`src/rtl/fbw_pkg.sv`:
```
package fbw_pkg;
  // Kind of host cycle accepted into the RAM stage
  typedef enum logic [1:0] {
    ACC_NONE  = 2'd0,
    ACC_READ  = 2'd1,
    ACC_WRITE = 2'd2
  } acc_e;
endpackage

```
`src/rtl/fbw_decode.sv`:
```
module fbw_decode #(
  parameter int HADDR_W = 20,
  parameter int OFS_W   = 16,
  parameter int TAG_W   = HADDR_W - OFS_W,
  // four base nibbles, entry index = {base_sel, strap}
  parameter logic [4*TAG_W-1:0] BASE_TABLE = {4'hE, 4'hD, 4'hB, 4'hA}
) (
  input  logic [HADDR_W-1:0] addr,
  input  logic               strap,
  input  logic               base_sel,
  output logic               hit
);
  logic [1:0]       idx;
  logic [TAG_W-1:0] base_tag;

  always_comb begin
    idx      = {base_sel, strap};
    base_tag = BASE_TABLE[idx*TAG_W +: TAG_W];
    hit      = (addr[HADDR_W-1:OFS_W] == base_tag);
  end
endmodule

```
`src/rtl/fbw_xlate.sv`:
```
module fbw_xlate #(
  parameter int DIM_W  = 9,
  parameter int OFS_W  = 16,
  parameter bit ROT_EN = 1'b1,
  localparam int PIX_AW = 2 * DIM_W,
  localparam int PAGE_W = PIX_AW - OFS_W
) (
  input  logic [PAGE_W-1:0] page,
  input  logic [OFS_W-1:0]  offset,
  input  logic              rotate,
  output logic [PIX_AW-1:0] pix_addr
);
  logic [PIX_AW-1:0] lin;
  assign lin = {page, offset};

  generate
    if (ROT_EN) begin : g_rot
      // vertical order: low field selects the row, high field the column
      always_comb begin
        if (rotate) pix_addr = {lin[DIM_W-1:0], lin[PIX_AW-1:DIM_W]};
        else        pix_addr = lin;
      end
    end else begin : g_norot
      logic unused_rot;
      assign unused_rot = rotate;
      assign pix_addr   = lin;
    end
  endgenerate
endmodule

```
`src/rtl/fbw_rdpipe.sv`:
```
module fbw_rdpipe #(
  parameter int PIX_W  = 8,
  parameter int RD_LAT = 1
) (
  input  logic             clk,
  input  logic             rst,
  input  logic             issue,
  input  logic [PIX_W-1:0] ram_rdata,
  output logic [PIX_W-1:0] rdata,
  output logic             rvalid
);
  logic [RD_LAT-1:0] sh;
  logic              ready;

  generate
    if (RD_LAT == 1) begin : g_lat1
      always_ff @(posedge clk) begin
        if (rst) sh <= '0;
        else     sh <= issue;
      end
    end else begin : g_latn
      always_ff @(posedge clk) begin
        if (rst) sh <= '0;
        else     sh <= {sh[RD_LAT-2:0], issue};
      end
    end
  endgenerate

  assign ready = sh[RD_LAT-1];

  always_ff @(posedge clk) begin
    if (rst) begin
      rvalid <= 1'b0;
      rdata  <= '0;
    end else begin
      rvalid <= ready;
      rdata  <= ready ? ram_rdata : '0;
    end
  end
endmodule

```
`src/rtl/fbw_host_window.sv`:
```
module fbw_host_window
  import fbw_pkg::*;
#(
  parameter int HADDR_W = 20,
  parameter int OFS_W   = 16,
  parameter int DIM_W   = 9,
  parameter int PIX_W   = 8,
  parameter int RD_LAT  = 1,
  localparam int TAG_W  = HADDR_W - OFS_W,
  localparam int PIX_AW = 2 * DIM_W,
  localparam int PAGE_W = PIX_AW - OFS_W
) (
  input  logic               clk,
  input  logic               rst,
  input  logic [HADDR_W-1:0] host_addr,
  input  logic               host_rd,
  input  logic               host_wr,
  input  logic [PIX_W-1:0]   host_wdata,
  output logic [PIX_W-1:0]   host_rdata,
  output logic               host_rvalid,
  input  logic               strap_hi,
  input  logic [PAGE_W-1:0]  ctl_page,
  input  logic               ctl_rotate,
  input  logic               ctl_base_sel,
  input  logic               ctl_ram_en,
  output logic               ram_req,
  output logic               ram_we,
  output logic [PIX_AW-1:0]  ram_addr,
  output logic [PIX_W-1:0]   ram_wdata,
  input  logic [PIX_W-1:0]   ram_rdata
);
  logic              hit;
  logic [PIX_AW-1:0] pix_addr;
  acc_e              acc;

  fbw_decode #(
    .HADDR_W(HADDR_W), .OFS_W(OFS_W), .TAG_W(TAG_W)
  ) i_decode (
    .addr(host_addr), .strap(strap_hi), .base_sel(ctl_base_sel), .hit(hit)
  );

  fbw_xlate #(
    .DIM_W(DIM_W), .OFS_W(OFS_W), .ROT_EN(1'b1)
  ) i_xlate (
    .page(ctl_page), .offset(host_addr[OFS_W-1:0]), .rotate(ctl_rotate),
    .pix_addr(pix_addr)
  );

  // write has priority when both strobes are seen
  always_comb begin
    acc = ACC_NONE;
    if (hit && ctl_ram_en) begin
      if (host_wr)      acc = ACC_WRITE;
      else if (host_rd) acc = ACC_READ;
    end
  end

  always_ff @(posedge clk) begin
    if (rst) begin
      ram_req   <= 1'b0;
      ram_we    <= 1'b0;
      ram_addr  <= '0;
      ram_wdata <= '0;
    end else begin
      ram_req <= (acc != ACC_NONE);
      ram_we  <= (acc == ACC_WRITE);
      if (acc != ACC_NONE) ram_addr  <= pix_addr;
      if (acc == ACC_WRITE) ram_wdata <= host_wdata;
    end
  end

  fbw_rdpipe #(
    .PIX_W(PIX_W), .RD_LAT(RD_LAT)
  ) i_rdpipe (
    .clk(clk), .rst(rst), .issue(ram_req && !ram_we),
    .ram_rdata(ram_rdata), .rdata(host_rdata), .rvalid(host_rvalid)
  );
endmodule

```
`config.mk`:
```
export PLATFORM = sky130hd
export DESIGN_NAME = fbw_host_window
export DESIGN_NICKNAME = d
export VERILOG_FILES = /design/src/rtl/fbw_pkg.sv /design/src/rtl/fbw_decode.sv /design/src/rtl/fbw_xlate.sv /design/src/rtl/fbw_rdpipe.sv /design/src/rtl/fbw_host_window.sv
export SDC_FILE = /design/constraint.sdc
export NUM_CORES = 1
export LEC_CHECK = 0
export ABC_AREA = 0
export BUFFER_PORTS_ARGS = -buffer_cell sky130_fd_sc_hd__buf_4
export CORE_ASPECT_RATIO = 1.75
export CORE_MARGIN = 5
export CORE_UTILIZATION = 31
export DETAILED_ROUTE_END_ITERATION = 6
export PLACE_DENSITY_LB_ADDON = 0.1
export SETUP_SLACK_MARGIN = 0.02
export SLEW_MARGIN = 20
export SYNTH_ARGS = -nofsm -noshare
export SYNTH_HDL_FRONTEND = slang
export SYNTH_SLANG_ARGS = --single-unit
```
`constraint.sdc`:
```
create_clock -name clk -period 2.52 [get_ports clk]
set_clock_uncertainty 0.15 [all_clocks]
set_input_delay 0.378 -clock clk [delete_from_list [all_inputs] [get_ports clk]]
set_output_delay 0.378 -clock clk [all_outputs]
set_load 0.02 [all_outputs]
```
Word level (Yosys, flattened, before mapping) --
Index checks and enable logic that the tools add are counted.
Storage, ports and cells: word-level logic and storage cells 20, register bits 38, output and inout bits 37
Operators by class: shift operators 1, reduce and logical (&&, ||, !) cells 5, mux-type cells 4, equality and inequality tests 2, bitwise operators 1
Operators by type and width (count):
- 18-bit two-way mux | 1
- 16-bit by 5-bit indexed part select with 4-bit output (first input constant) | 1
- 4-bit equality test | 1
- 2-bit two-way mux | 2
- 2-bit equality test (second input constant) | 1
- 1-bit logical AND | 2
- 2-bit nonzero test | 1
- 2-bit OR reduction | 1
- 1-bit logical NOT | 1
- 1-bit two-way mux | 1
- 1-bit NOT | 1

Logic depth before layout (Yosys ltp) --
Gate-level depths: netlist (run 1).
depth in word-level cells 5, gate-level depth with buffers 7

Hierarchy --
A second synthesis (run 1) with hierarchy kept.
Second synthesis, totals: cells, all modules 165, area total of the unflattened synthesis 1841.8 um^2
By module, submodules not included:
- fbw_host_window | cells an instance 119, sequential area each 560.5 um^2, area each 1236.2 um^2, instances 1
- fbw_rdpipe | cells an instance 20, sequential area each 200.2 um^2, area each 282.8 um^2, instances 1
- fbw_xlate | cells an instance 20, sequential area each 0.0 um^2, area each 271.5 um^2, instances 1
- fbw_decode | cells an instance 6, sequential area each 0.0 um^2, area each 51.3 um^2, instances 1

Worst setup path after synthesis (run 1) --
Ideal clock, no wire load.
kind input port to flip-flop, from input strap_hi, to register ram_addr[10], library setup time 0.121 ns, setup slack 0.337 ns, arrival time 1.911 ns, stages 7, required time 2.249 ns, path through inv_1 ha_1 xnor2_1 or4_1 buf_6 buf_12 mux2_4
On the way: word-level cells in the longest chain between the ends 5
Ends and longest elaborated chain:
- from (decl) | line fbw_host_window.sv:21 | input logic strap_hi,
- 16-bit by 5-bit indexed part select with 4-bit output | line fbw_decode.sv:18 | base_tag = BASE_TABLE[idx*TAG_W +: TAG_W];
- 4-bit equality test | line fbw_decode.sv:19 | hit = (addr[HADDR_W-1:OFS_W] == base_tag);
- 1-bit logical AND | line fbw_host_window.sv:52 | if (hit && ctl_ram_en) begin
- 2-bit two-way mux | line fbw_host_window.sv:52
- 2-bit nonzero test | line fbw_host_window.sv:67 | if (acc != ACC_NONE) ram_addr <= pix_addr;
- to (signal assigned) | line fbw_host_window.sv:67
- to (decl) | line fbw_host_window.sv:28 | output logic [PIX_AW-1:0] ram_addr,
No other way between the ends. A chain may end at the register's enable or synchronous reset.

Worst setup path in the final report (run 1) --
from input ctl_base_sel, to register ram_addr[8]
On the way: word-level cells in the longest chain between the ends 5
Ends and longest elaborated chain:
- from (decl) | line fbw_host_window.sv:24 | input logic ctl_base_sel,
- 16-bit by 5-bit indexed part select with 4-bit output | line fbw_decode.sv:18
- 4-bit equality test | line fbw_decode.sv:19
- 1-bit logical AND | line fbw_host_window.sv:52
- 2-bit two-way mux | line fbw_host_window.sv:52
- 2-bit nonzero test | line fbw_host_window.sv:67
No other way between the ends.

==> impl_metrics.csv, run 1 <==
group,metric,value,unit
outcome,status,"finished clean",
timing,max_freq,506,MHz
timing,relSlewSlack,66.2,%
timing,finalSetupViolations,0,
power_and_ir_drop,p_leak,1.23,nW
power_and_ir_drop,power_frac_clock,44.4,%
floorplan,chipHeight,109,um
floorplan,dieArea,0.00732,mm^2
power_and_ir_drop,p_per_area,542,mW/mm^2
placed_design,dpl.hpwl,3070,um
power_and_ir_drop,pwr-share-comb,11.5,%
job,maxCapViolCount,0,
critical_path,slowest_stage,"or4_1",
synth,syn_nets,214,
floorplan,rows,36,
floorplan,initial_core_util,31.6,%
synth,synthTopCellsByCount,"38 x dfxtp_1, 26 x mux2i_1, 20 x nor2b_1",
synth,ys_top_cells_by_area,"dfxtp_1 43%, mux2i_1 15%, mux2_4 7.7%",
synth,syn_avg_cell_area,10.5,um^2
floorplan,ioPinCount,83,
clocking,ctsResizeCount,0,
grt,grt-ovfl-total,0,
synth,synth_cells,167,
route,via_per_inst,4.21,
layout,area_growth,45.5,%
placed_design,placed_area,0.00241,mm^2
synth,yosysTopAreaCellShare,43.4,%
route,vias,1360,
synth,synth_edf_count,0,
route,drc,0,
grt,grt_pass1_wl,6220,um
synth,async_reset_ff_share,0,%
layout,nNetsFinal,293,
power_and_ir_drop,power_frac_seq,44.1,%
power_and_ir_drop,switching_share,20.9,%
clocking,cts_setup_buffers,0,
layout,drive_above_1_share,44.9,%
power_and_ir_drop,p_int,1.09,mW
grt,grt_max_degree,57,
critical_path,crit_top_cell,"buf_4",
clocking,path_clk_slew,0.08,ns
synth,synth_flop_cell,"dfxtp_1",
critical_path,cp-start-kind,"input port",
clocking,cts_root_buf,"clkbuf_8",
synth,ys_ff_latch,38,
timing,period_share,78.4,%
critical_path,max_stage_delay,0.50,ns
critical_path,reg2regPathDepth,2,
critical_path,worst_ep_required_time,2.55,ns
placed_design,port-buffer-count,82,
synth,netlist_area,0.00175,mm^2
clocking,cts_max_path_buffers,2,
critical_path,arrival,2.01,ns
timing,worst_pin_slew,0.506,ns
timing,fin_crit,1.98,ns
synth,yosysWarnings,0,
floorplan,core_region_area,0.00554,mm^2
synth,yosysSeqAreaShare,43.4,%
hold_path,min_path_cells,2,
power_and_ir_drop,p_total,1.38,mW
placed_design,placed_cells,315,
synth,synth_top_area_cell,"dfxtp_1",
critical_path,endpoint_kind,"register",
grt,antenna_found_initial,0,
floorplan,die_x,66.8,um
critical_path,critical_path_class,"input port to register",
layout,antenna_cells,0,
clocking,cts_tree,"built",
route,wire_per_inst,12.4,um
timing,rsz0062_at_grt,"no",
clocking,numCtsBuffers,5,
route,drtIter0Drc,48,
timing,fin_setup_tns,0,ns
critical_path,path_buf_inv,2,
power_and_ir_drop,switching_power,0.289,mW
grt,grt_pass1_vias,1300,
critical_path,critical_path.max_fanout,19,
critical_path,cp.depth,6,
power_and_ir_drop,vdd_drop_max,340,uV
clocking,cts_max_level,2,
clocking,clk_latency,0.29,ns
route,drtPass1Iterations,3,
layout,fill_cells,577,
hold_path,hold_path_class,"input port to register",
timing,finalHoldViolations,0,
synth,ys_types,21,
layout,final_area,0.00255,mm^2
route,ant_nets,0,
critical_path,worstPathCellList,"buf_4, ha_1, xnor2_1, or4_1, buf_4, mux2_4",
grt,grtUsageTotal,11.2,%
synth,synth.most_common_cell,"dfxtp_1",
layout,finalNonFillerCells,323,
route,drt-total-wl,4010,um
critical_path,critPathTopFamily,"simple AND/OR/NAND/NOR gates",
clocking,cts_sinks,38,
timing,slew_violations,0,
clocking,cts_hold_buf,0,
placed_design,routabilityCongestion,0.675,
## cell type report
class	instances	area (um^2)	area share [%]
inverter	1	3.75	0.147
clock inverter	3	68.8	2.70
tap	76	95.1	3.73
sequential	38	761	29.8
timing repair buffer	84	631	24.7
clock buffer	5	68.8	2.70
multi-input combinational	116	922	36.2
## kinds of logic (layout without fill, tap and decap cells)
logic type / after synthesis / count (layout) / synth area share (%)
multiplexers: 44 / 44 / 28.3
AO/OA/AOI/OAI: 1 / 1 / 0.428
AND/OR/NAND/NOR: 67 / 67 / 21.3
buffers and inverters: 13 / 93 / 4.35
flip-flops: 38 / 38 / 43.4
XOR/XNOR: 3 / 3 / 1.50
adder cells (fa/ha/maj): 1 / 1 / 0.714
## cells in the final DEF (no fill, tap or decap), drive strengths merged
master	n
mux2	18
or4	1
and2	8
ha	1
xor2	1
nor2b	20
nor3b	1
buf	84
dfxtp	38
inv	1
mux2i	26
nand2b	16
nand3	1
clkbuf	5
bufinv	2
clkinv	1
o211ai	1
nor2	19
nor4	1
xnor2	2
## flip-flops by register name, indices dropped and copies added (netlist names)
signal and cells:
ram_addr 18, ram_wdata 8, i_rdpipe.rdata 8, i_rdpipe.ready 1, ram_req 1, i_rdpipe.rvalid 1, ram_we 1
## power by group through the flow
stage	Combinational [mW]	Clock, mW	Sequential (mW)
after detailed placement	0.162	0	0.624
final	0.158	0.614	0.610
after global routing	0.175	0.664	0.611
after CTS	0.162	0.639	0.610
after global placement	0.161	0	0.624
after floorplan	0.0744	0	0.632
## final timing paths
kind | from | end | slack (ns)
max | ctl_base_sel | ram_addr[8]$_SDFFE_PP0P_ | 0.54
min reg2reg | ram_we$_SDFF_PP0_ | i_rdpipe.ready$_SDFF_PP0_ | 0.29
min | ram_rdata[7] | i_rdpipe.rdata[7]$_SDFF_PP0_ | 0.14
max reg2reg | i_rdpipe.ready$_SDFF_PP0_ | i_rdpipe.rdata[0]$_SDFF_PP0_ | 1.46
## worst reg2reg max path: cells and delay by family (launching register included)
kind | cells | cell delay (ns)
and+or+nand+nor | 2 | 0.55
DFF | 1 | 0.30
## per-stage QoR
step	hold slack [ns]	util [%]	setup slack (ns)
floorplan	0.350	-	0.337
global placement	0.278	43.5	0.257
detailed placement	0.285	43.5	0.231
CTS	0.124	46.0	0.548
global route	0.115	46.0	0.495
finish	0.137	46.0	0.545
## per-layer routing
| layer | wire length (um) | part of all wire [%] | global-route usage, % | vias up |
|---|---|---|---|---|
| met3 | 384 | 9.6 | 4.40 | 5 |
| met4 | 66 | 1.6 | 4.80 | 0 |
| met5 | 0 | 0 | 0 | - |
| li1 | - | - | - | 702 |
| met1 | 1520 | 38 | 12.3 | 603 |
| met2 | 2040 | 51 | 19.0 | 50 |
(Power assumes the default switching activity.)
==> run 2, diff against run 1 <==
--- a/config.mk
+++ b/config.mk
@@ -5,7 +5,7 @@
 export SDC_FILE = /design/constraint.sdc
 export NUM_CORES = 1
 export LEC_CHECK = 0
-export ABC_AREA = 0
+export ABC_AREA = 1
 export BUFFER_PORTS_ARGS = -buffer_cell sky130_fd_sc_hd__buf_4
 export CORE_ASPECT_RATIO = 1.75
 export CORE_MARGIN = 5
==> constraint.sdc (replaced) <==
create_clock -name clk -period 1.95 [get_ports clk]
set_clock_uncertainty 0.15 [all_clocks]
set_input_delay 0.2925 -clock clk [delete_from_list [all_inputs] [get_ports clk]]
set_output_delay 0.2925 -clock clk [all_outputs]
set_load 0.02 [all_outputs]
==> run 2 against run 1 <==
Die area is 16% higher. Utilization is 1.1 points lower. Cell area is 15% higher. Largest power group unchanged.
==> impl_metrics.csv, run 2 <==
group,metric,value,unit
timing,hold_ws,0.0402,ns
route,drc,0,
clocking,cts_max_path_buffers,2,
route,ant_nets,0,
floorplan,core_region_area,0.00654,mm^2
critical_path,reg2reg_slack,1.09,ns
synth,synth_edf_count,0,
synth,synth-xor-area-share,0,%
critical_path,worst_ep_required_time,2.01,ns
layout,antenna_cells,0,
power_and_ir_drop,switching_power,0.508,mW
placed_design,post-place-ws,0.0695,ns
route,vias,1983,
power_and_ir_drop,p_int,1.67,mW
clocking,clk_latency,0.28,ns
layout,largest_register_ffs,18,
floorplan,rows,39,
placed_design,port-buffer-count,82,
critical_path,max_stage_delay,0.29,ns
timing,slew_violations,0,
timing,fin_crit,1.59,ns
power_and_ir_drop,p_leak,1.67,nW
timing,finalHoldViolations,0,
critical_path,startpoint,"ctl_base_sel",
timing,worst_slack,0.356,ns
route,drtIter0Drc,39,
critical_path,cp-start-kind,"input port",
layout,final_area,0.00294,mm^2
critical_path,reg2regPathDepth,2,
layout,reg.largest.list,"ram_addr (18), i_rdpipe.rdata (8), ram_wdata (8)",
power_and_ir_drop,vdd_drop_max,490,uV
synth,synth-simple-area-share,35.7,%
timing,worst_pin_slew,0.504,ns
route,drt-total-wl,5240,um
grt,grt_pass1_vias,1976,
clocking,path_clk_slew,0.06,ns
clocking,cts_tree,"built",
critical_path,rr_endpoint,"i_rdpipe.rdata[5]$_SDFF_PP0_",
grt,grt-ovfl-total,0,
power_and_ir_drop,pwr-share-comb,14.9,%
clocking,numCtsBuffers,5,
placed_design,placed_area,0.00275,mm^2
synth,synthMuxAreaShare,0,%
grt,antenna_found_initial,0,
synth,synth_top_area_cell,"dfxtp_1",
job,maxCapViolCount,0,
synth,synthTopCellsByCount,"87 x inv_1, 70 x nand2_1, 38 x dfxtp_1",
layout,layout_common_cells,"87 x inv_1, 87 x buf_4, 70 x nand2_1",
clocking,ctsResizeCount,0,
grt,grtUsageTotal,12.9,%
synth,synth.most_common_cell,"inv_1",
placed_design,placed_cells,475,
critical_path,endpoint_kind,"register",
synth,ys_top_cells_by_area,"dfxtp_1 37%, inv_1 16%, nand2_1 13%",
synth,syn_avg_cell_area,6.50,um^2
synth,ys_types,21,
power_and_ir_drop,power_frac_clock,48.4,%
layout,nNetsFinal,447,
synth,synth_fa_ha_area_share,0.605,%
route,drtPass1Iterations,4,
clocking,cts_sinks,38,
timing,relSlewSlack,66.2,%
route,via_per_inst,4.11,
synth,ys_ff_latch,38,
synth,synth_flop_cell,"dfxtp_1",
grt,grt_pass1_wl,8850,um
critical_path,worstPathCellList,"buf_4, ha_1, inv_1, nand2_1, nand2_2, nor2_8, nand3_4, nand2_1, inv_1, nor2_1",
critical_path,endpoint,"ram_addr[0]$_SDFFE_PP0P_",
synth,synth_top_family_by_area,"simple AND/OR/NAND/NOR gates",
layout,largest-register,"ram_addr",
synth,syn_nets,365,
power_and_ir_drop,p_total,2.18,mW
grt,grt_max_degree,20,
clocking,cts_max_level,2,
power_and_ir_drop,power_frac_seq,36.7,%
route,wire_per_inst,10.9,um
synth,netlist_area,0.00207,mm^2
synth,synth_compound_area_share,4.36,%
floorplan,ioPinCount,83,
critical_path,slowest_stage,"nand3_4",
floorplan,dieArea,0.00847,mm^2
timing,fin_setup_tns,0,ns
synth,async_reset_ff_share,0,%
layout,final_util,44.9,%
floorplan,die_x,71.7,um
placed_design,routabilityCongestion,0.730,
clocking,cts_hold_buf,0,
layout,drive_above_1_share,32.4,%
critical_path,arrival,1.66,ns
synth,yosysSeqAreaShare,36.8,%
power_and_ir_drop,switching_share,23.3,%
critical_path,rr_startpoint,"i_rdpipe.ready$_SDFF_PP0_",
timing,rsz0062_at_grt,"no",
clocking,cts_setup_buffers,0,
critical_path,critical_path.max_fanout,19,
hold_path,hold_path_class,"input port to register",
synth,yosysTopAreaCellShare,36.8,%
clocking,cts_root_buf,"clkbuf_16",
timing,finalSetupViolations,0,
outcome,status,"finished clean",
synth,yosysWarnings,0,
critical_path,critical_path_class,"input port to register",
power_and_ir_drop,p_per_area,742,mW/mm^2
floorplan,chipHeight,118,um
timing,max_freq,627,MHz
layout,area_growth,42.1,%
synth,synth_cells,318,
timing,period_share,81.8,%
placed_design,dpl.hpwl,4150,um
floorplan,initial_core_util,31.6,%
layout,finalNonFillerCells,483,
==> run 2: critical path, delay by kind of cell <==
kind                       cells  cell delay [ns]
and+or+nand+nor                6             0.87
buffers and inverters          3             0.20
adders and majority gates      1             0.28
==> run 2: final cells by class <==
class	count	area, um^2
tap	82	103
sequential	38	761
clock inverter	3	68.8
fill	719	3600
timing repair buffer	88	673
multi-input combinational	169	841
inverter	98	368
clock buffer	5	125
==> run 2: cells by family after synthesis <==
family | count (synthesis)
flip-flops | 38
adder cells (fa/ha/maj) | 1
AO/OA/AOI/OAI | 18
buffers and inverters | 111
AND/OR/NAND/NOR | 150
==> run 2: routing by layer <==
layer	share of wire, %	routed length [um]	track usage (%)
met1	38	2010	13.8
met2	52	2720	23.4
met3	8.4	441	4.02
met4	1.4	73	4.24
met5	0	0	0
==> run 2: worst min path at each step <==
stage	startpoint	end	slack, ns	cells after the start
2_1_floorplan	rst	ram_req$_SDFF_PP0_	0.21	1
6_report	rst	ram_req$_SDFF_PP0_	0.04	2
3_5_place_dp	ram_we$_SDFF_PP0_	i_rdpipe.ready$_SDFF_PP0_	0.25	1
5_1_grt	rst	ram_we$_SDFF_PP0_	0.03	2
3_3_place_gp	ram_we$_SDFF_PP0_	i_rdpipe.ready$_SDFF_PP0_	0.26	1
4_1_cts	rst	ram_we$_SDFF_PP0_	0.04	2
==> run 2: power groups by stage <==
stage / Clock [mW] / Sequential [mW] / Combinational (mW)
detailed placement: 0 / 0.819 / 0.329
finish: 1.05 / 0.801 / 0.325
global route: 1.12 / 0.803 / 0.365
CTS: 1.08 / 0.801 / 0.331
floorplan: 0 / 0.838 / 0.175
global placement: 0 / 0.819 / 0.328
==> run 3, diff against run 2 <==
==> constraint.sdc (replaced) <==
create_clock -name clk -period 1.4 [get_ports clk]
set_clock_uncertainty 0.15 [all_clocks]
set_input_delay 0.21 -clock clk [delete_from_list [all_inputs] [get_ports clk]]
set_output_delay 0.21 -clock clk [all_outputs]
set_load 0.02 [all_outputs]
==> run 3 against run 2 <==
The flow now finishes with violations (hold timing). Global-route usage is 0.55 points higher. Utilization is 4.7 points higher. Combinational power is 68% higher. Worst setup slack worse by 0.31 ns. Sequential power is 40% higher. Critical path depth is 1 higher. Largest cell class unchanged.
==> impl_metrics.csv, run 3 (synthesis gave the netlist of run 2 again) <==
group,metric,value,unit
route,wire_per_inst,11.4,um
timing,worst_slack,0.0428,ns
floorplan,core_region_area,0.00654,mm^2
grt,grtUsageTotal,13.5,%
layout,layout_common_cells,"90 x buf_4, 81 x inv_1, 60 x nand2_1",
clocking,cts_max_level,2,
clocking,cts_max_path_buffers,2,
clocking,cts_tree,"built",
placed_design,port-buffer-count,82,
timing,slew_violations,0,
critical_path,arrival,1.43,ns
grt,grt-ovfl-total,0,
layout,antenna_cells,0,
layout,nNetsFinal,465,
critical_path,endpoint_kind,"register",
layout,final_common_cell,"buf_4",
layout,area_growth,57.0,%
critical_path,critical_path.max_fanout,5,
layout,finalNonFillerCells,501,
clocking,numCtsBuffers,5,
critical_path,critical_path_class,"input port to register",
timing,finalSetupViolations,0,
floorplan,chipHeight,118,um
layout,largest-register,"ram_addr",
grt,grt_pass1_vias,2003,
placed_design,post-place-ws,-0.243,ns
floorplan,rows,39,
hold_path,min_path_cells,3,
placed_design,routabilityCongestion,0.739,
power_and_ir_drop,power_frac_clock,41.2,%
clocking,cts_sinks,38,
timing,finalHoldViolations,1,
route,drtIter0Drc,52,
critical_path,worst_ep_required_time,1.47,ns
timing,rsz0062_at_grt,"yes",
layout,final_util,49.7,%
grt,antenna_found_initial,0,
timing,max_freq,737,MHz
power_and_ir_drop,p_leak,1.79,nW
grt,grt_pass1_wl,9050,um
power_and_ir_drop,p_per_area,871,mW/mm^2
timing,worst_pin_slew,0.280,ns
route,drt-total-wl,5710,um
power_and_ir_drop,pwr-share-comb,19.3,%
grt,grt_max_degree,28,
layout,largest_register_ffs,18,
job,maxCapViolCount,0,
hold_path,hold_path_class,"input port to register",
critical_path,cp-start-kind,"input port",
clocking,cts_root_buf,"clkbuf_16",
timing,relSlewSlack,81.3,%
route,vias,2086,
power_and_ir_drop,switching_share,26.6,%
layout,reg.largest.list,"ram_addr (18), i_rdpipe.rdata (8), ram_wdata (8)",
placed_design,dpl.hpwl,4260,um
route,drtPass1Iterations,4,
layout,drive_above_1_share,37.9,%
timing,period_share,96.9,%
clocking,cts_setup_buffers,0,
clocking,clk_latency,0.28,ns
floorplan,dieArea,0.00847,mm^2
outcome,status,"finished, violations left",
floorplan,ioPinCount,83,
route,drc,0,
route,via_per_inst,4.16,
power_and_ir_drop,power_frac_seq,39.5,%
outcome,violations,"hold timing",
floorplan,initial_core_util,31.6,%
power_and_ir_drop,switching_power,0.753,mW
floorplan,die_x,71.7,um
critical_path,reg2regPathDepth,2,
timing,hold_ws,-0.00255,ns
placed_design,placed_cells,483,
power_and_ir_drop,vdd_drop_max,633,uV
timing,fin_crit,1.36,ns
power_and_ir_drop,p_int,2.08,mW
route,ant_nets,0,
clocking,path_clk_slew,0.05,ns
[run 3: changes by cell type in the layout (fill, tap and decap cells not counted), moves of 2 or more]
cell,previous run,this run
clkbuf_16,5,7
inv_2,10,15
nand2_1,70,60
buf_4,87,90
buf_6,0,2
nand2_4,1,12
buf_12,1,4
bufinv_16,2,0
inv_1,87,81
dlygate4sd3_1,0,7
[run 3: area by class of cell]
cell class / count / area [um^2]
repair buffers: 106 / 913
clock inverters: 2 / 12.5
clock buffers: 6 / 139
multi-input cells: 169 / 943
inverters: 98 / 375
flip-flops and latches: 38 / 761
well taps: 82 / 103
fillers: 691 / 3290
[run 3: path summary, 6_finish.rpt]
kind	to	slack, ns	from
max reg2reg	i_rdpipe.rdata[0]$_SDFF_PP0_	0.55	i_rdpipe.ready$_SDFF_PP0_
min reg2reg	i_rdpipe.ready$_SDFF_PP0_	0.27	ram_we$_SDFF_PP0_
max	ram_addr[4]$_SDFFE_PP0P_	0.04	ctl_base_sel
min	i_rdpipe.rdata[1]$_SDFF_PP0_	-0.003	ram_rdata[1]
[run 3: stage by stage]
stage	cell area, um^2	setup TNS (ns)	total power [mW]	hold slack [ns]
3_5_place_dp	2900	-5.56	1.64	0.256
2_1_floorplan	2130	-0.684	1.42	0.132
3_3_place_gp	2900	-5.08	1.64	0.254
5_1_grt	3250	-0.189	2.97	0.00310
4_1_cts	3120	0	2.83	0.000839
6_report	3250	0	2.83	-0.00255
[run 3: routing by layer]
metal / share of wire [%] / track usage, % / vias up
met1: 35 / 13.9 / 898
met2: 57 / 25.2 / 58
met3: 6.3 / 2.99 / 7
met4: 1.5 / 5.65 / 0
met5: 0 / 0 / -
li1: - / - / 1123
[run 3: worst max-delay path: stages]
cell and delay, ns:
buf_6 0.10, ha_4 0.26, inv_2 0.03, nand2_2 0.06, nand2_4 0.06, nor2_8 0.17, nand3_4 0.16, clkbuf_16 0.21
nand2_4 0.06, inv_2 0.03, nor2_2 0.06
[run 3: power by group through the flow]
stage / clock network (mW) / registers (mW) / logic, mW
floorplan: 0 / 1.17 / 0.255
global placement: 0 / 1.14 / 0.501
detailed placement: 0 / 1.14 / 0.505
CTS: 1.19 / 1.12 / 0.522
global route: 1.24 / 1.12 / 0.605
finish: 1.17 / 1.12 / 0.546
[run 3: timing repair]
action                                  in CTS  in global routing
resized for setup                            0                 22
hold buffers                                 7                  0
endpoints found under the hold margin        8                  0
endpoints found under the setup margin       0                 20
